### src/rtl/dma_issue_sched.sv
module dma_issue_sched #(
  parameter int N = 8,
  localparam int W = $clog2(N)
) (
  input  logic         clk,
  input  logic         rst_n,
  input  logic [N-1:0] chan_en,
  input  logic [N-1:0] chan_req,
  input  logic [N-1:0] chan_hi,
  output logic [N-1:0] grant,
  output logic         grant_valid
);

  logic [N-1:0] hi_done;
  logic [W-1:0] hi_ptr, lo_ptr;
  logic [N-1:0] hi_cand, lo_cand;
  logic [W:0]   hi_pick, lo_pick;

  function automatic logic [W:0] rr_pick(input logic [N-1:0] m, input logic [W-1:0] s);
    logic [W:0] r;
    r = '0;
    for (int k = N - 1; k >= 0; k--) begin
      int j;
      j = (int'(s) + k) % N;
      if (m[j]) r = {1'b1, W'(j)};
    end
    return r;
  endfunction

  function automatic logic [W-1:0] nxt(input logic [W-1:0] i);
    return (int'(i) == N - 1) ? '0 : i + 1'b1;
  endfunction

  assign hi_cand = chan_req & chan_en & chan_hi & ~hi_done;
  assign lo_cand = chan_req & chan_en & ~chan_hi;
  assign hi_pick = rr_pick(hi_cand, hi_ptr);
  assign lo_pick = rr_pick(lo_cand, lo_ptr);

  always_ff @(posedge clk or negedge rst_n) begin
    if (!rst_n) begin
      grant       <= '0;
      grant_valid <= 1'b0;
      hi_done     <= '0;
      hi_ptr      <= '0;
      lo_ptr      <= '0;
    end else begin
      grant       <= '0;
      grant_valid <= 1'b0;
      if (hi_pick[W]) begin
        grant                 <= N'(1) << hi_pick[W-1:0];
        grant_valid           <= 1'b1;
        hi_done[hi_pick[W-1:0]] <= 1'b1;
        hi_ptr                <= nxt(hi_pick[W-1:0]);
      end else begin
        hi_done <= '0;
        if (lo_pick[W]) begin
          grant       <= N'(1) << lo_pick[W-1:0];
          grant_valid <= 1'b1;
          lo_ptr      <= nxt(lo_pick[W-1:0]);
        end
      end
    end
  end

endmodule


### config.mk
export PLATFORM = sky130hd
export DESIGN_NAME = dma_issue_sched
export DESIGN_NICKNAME = d
export VERILOG_FILES = /design/src/rtl/dma_issue_sched.sv
export SDC_FILE = /design/constraint.sdc
export NUM_CORES = 1
export LEC_CHECK = 0
export BUFFER_PORTS_ARGS = -buffer_cell sky130_fd_sc_hd__buf_4
export CORE_ASPECT_RATIO = 0.9
export CORE_MARGIN = 4
export CORE_UTILIZATION = 45
export DETAILED_ROUTE_END_ITERATION = 8
export SLEW_MARGIN = 20
export SYNTH_ARGS = -nofsm -noshare
export SYNTH_HDL_FRONTEND = slang
export SYNTH_SLANG_ARGS = --single-unit
export TNS_END_PERCENT = 10
### constraint.sdc
create_clock -name clk -period 6.52 [get_ports clk]
set_input_delay 0.326 -clock clk [delete_from_list [all_inputs] [get_ports clk]]
set_output_delay 0.326 -clock clk [all_outputs]
set_load 0.05 [all_outputs]
==> run metrics <==
GPL Wtd Cong=0.8924; Post-synth EDFFs=0; hold buffers post-CTS=1; I/O Pins=35; Pwr Total=1.877 mW; placed instance count=425; die width=92.68 um; Leakage=1.415 nW; die area=7805 um^2; Async SR Flop Fraction=100.0%; Worst Path Required=6.63 ns; CTS tree=yes; final setup fails=0; Synth Register Bits=23; Site Rows=27; CTS H-tree lvls=1; DPL Wire Length=6375 um; CTS clock-pin slew for the worst setup and hold paths=0.08 ns; Peak Freq=229.4 MHz; vias post-DR=2788; Sequential Area=575.6 um^2; Ys Warns=0; Port Buffer Count=34; worst clock skew=0.0008723 ns; Critical Path Sink Type=flip-flop; Clock Root Buffer=clkbuf_8; CP Class=flip-flop to flip-flop; Worst-Skew Late Latency=0.26 ns; Num Clock Sinks=23; Mapped Area=2904 um^2; final cell count without fillers=430; CP Cell Sequence=inv_1, ha_1, inv_2, mux4_2, mux2i_2, o21ai_1, a21boi_1, nor4b_1, a2111oi_4, inv_1, ha_1, ha_1, nand2_1, o21ai_0; PwrDens=580.0 nW/um^2; Worst path top cell family by delay=adder cells; gr usage total=21.44%; status=finished clean; Pre-Repair DR Iteration Count=5; post-layout util=52.36%; Synth area leaders=dfrtp_1, mux4_2, mux2i_1; total gr overflow=0; initial cell density of the core=46.97%; share of cells above drive strength 1=20.12%; Cell variety after synth=71; post-CTS setup buffer count=0; WHS=0.4836 ns; Routed WL per cell=19.32 um; Largest stage delay, worst path=0.92 ns; cell taking the most area after synthesis=dfrtp_1; Layout area overhead=11.46%; drc violations=0; pre-CTS WS=2.235 ns; final worst-path cycle share=66.85%; Clock Tree Buf Depth=2; fin nets=384; Worst Path Buf+Inv=3; core box area=6182 um^2; die height=84.21 um; initial antenna violation count=0; largest net degree at the start of global routing=28; Tightest Pin Transition=0.9605 ns; most frequent cells in the layout=nand2_1, buf_4, dfrtp_1, mux2i_1, nor2_1; CP max FO=21; Slew headroom=35.97%; HP Class=primary input to asynchronous set/reset pin; Synthesized Nets=358; MaxCap Viol Count=0; first-pass GRT wire length=13660 um; Post-DP Area=3182 um^2; Post-CTS Resized=0; crit-path most repeated cell=ha_1; Critical Path AT=4.47 ns; CTS buffer count=3; slowest stage cell, crit path=dfrtp_1; post-detailed-route count of antenna-violating nets=0; top cell type's share of synthesized area=19.82%; Tmin final=4.359 ns; final wirelength=8309 um; max-slew violations=0; Finished Cell Area=3237 um^2; Avg Inst Size Synth=9.132 um^2; vias per inst=6.484; top_reg_cell synth=dfrtp_1; n_diodes=0; Multi-input gate area=2173 um^2; Worst Setup Start Kind=flip-flop; setup TNS=0 ns; PnR worst setup slack=2.161 ns; RSZ-0062 raised after global routing=no; Peak supply drop=317.8 uV; vias in the first global route=2558; 1st-iter DRT viols=283; sequential area share after synthesis=19.82%; fillcell total=611; Hold Fails Final Rpt=0; Syn Inst Count=318
-- worst paths after layout --
check	start	to	slack, ns	cells past startpoint
hold reg to reg	hi_done[3]	hi_done[3]	0.49	2
hold / removal	rst_n	hi_ptr[1]	0.48	2
setup / recovery	lo_ptr[1]	lo_ptr[2]	2.16	14
max in group asynchronous	rst_n	hi_done[2]	5.80	2
min in group clk	hi_done[3]	hi_done[3]	0.49	2
setup reg to reg	lo_ptr[1]	lo_ptr[2]	2.16	14
-- per-layer routing --
metal	up-vias	track usage (%)	wire (um)
met2	139	30.30	3475
met3	12	1.971	563
li1	1294	-	-
met1	1343	35.05	4137
met4	0	4.527	133
met5	-	0	0
-- report_power, final --
group / switching [mW] / leakage [nW] / internal [mW]
Sequential: 0.119 / 0.290 / 0.205
Combinational: 0.844 / 1.10 / 0.621
Clock: 0.0448 / 0.0228 / 0.0436
Total: 1.01 / 1.41 / 0.870
-- state kept, by name, indices dropped and copies added, names as in the netlist --
register / cells
grant: 8
grant_valid: 1
hi_done: 8
hi_ptr: 3
lo_ptr: 3
-- area by class of cell --
cell class,count,share of cell area (%)
inverters,16,1.894
well taps,87,3.363
repair buffers,36,8.427
clock buffers,4,1.392
flip-flops and latches,23,17.78
multi-input cells,264,67.14
-- cell usage after synthesis (all sizes together) (4+ instances only) --
cell    instances
nand2          35
dfrtp          23
mux2i          23
nor2           21
o21ai          17
ha             14
mux4           14
inv            12
buf            11
nand4b         10
and3b           8
nand3b          8
o22ai           8
a21oi           7
a32o            7
mux2            6
nand2b          6
o31ai           6
and2            5
clkbuf          4
clkinv          4
nand3           4
nor3            4
o221ai          4
-- cell families (layout without fill, tap and decap cells) --
family                   Yosys count  in the layout  synth area share [%]
AO/OA/AOI/OAI                     90             90                 23.87
XOR/XNOR                           6              6                 1.810
multiplexers                      43             43                 22.02
flip-flops                        23             23                 19.82
AND/OR/NAND/NOR                  111            111                 21.11
adder cells (fa/ha/maj)           14             14                 6.032
buffers and inverters             31             56                 5.342
Power figures use the tool's default switching activity.
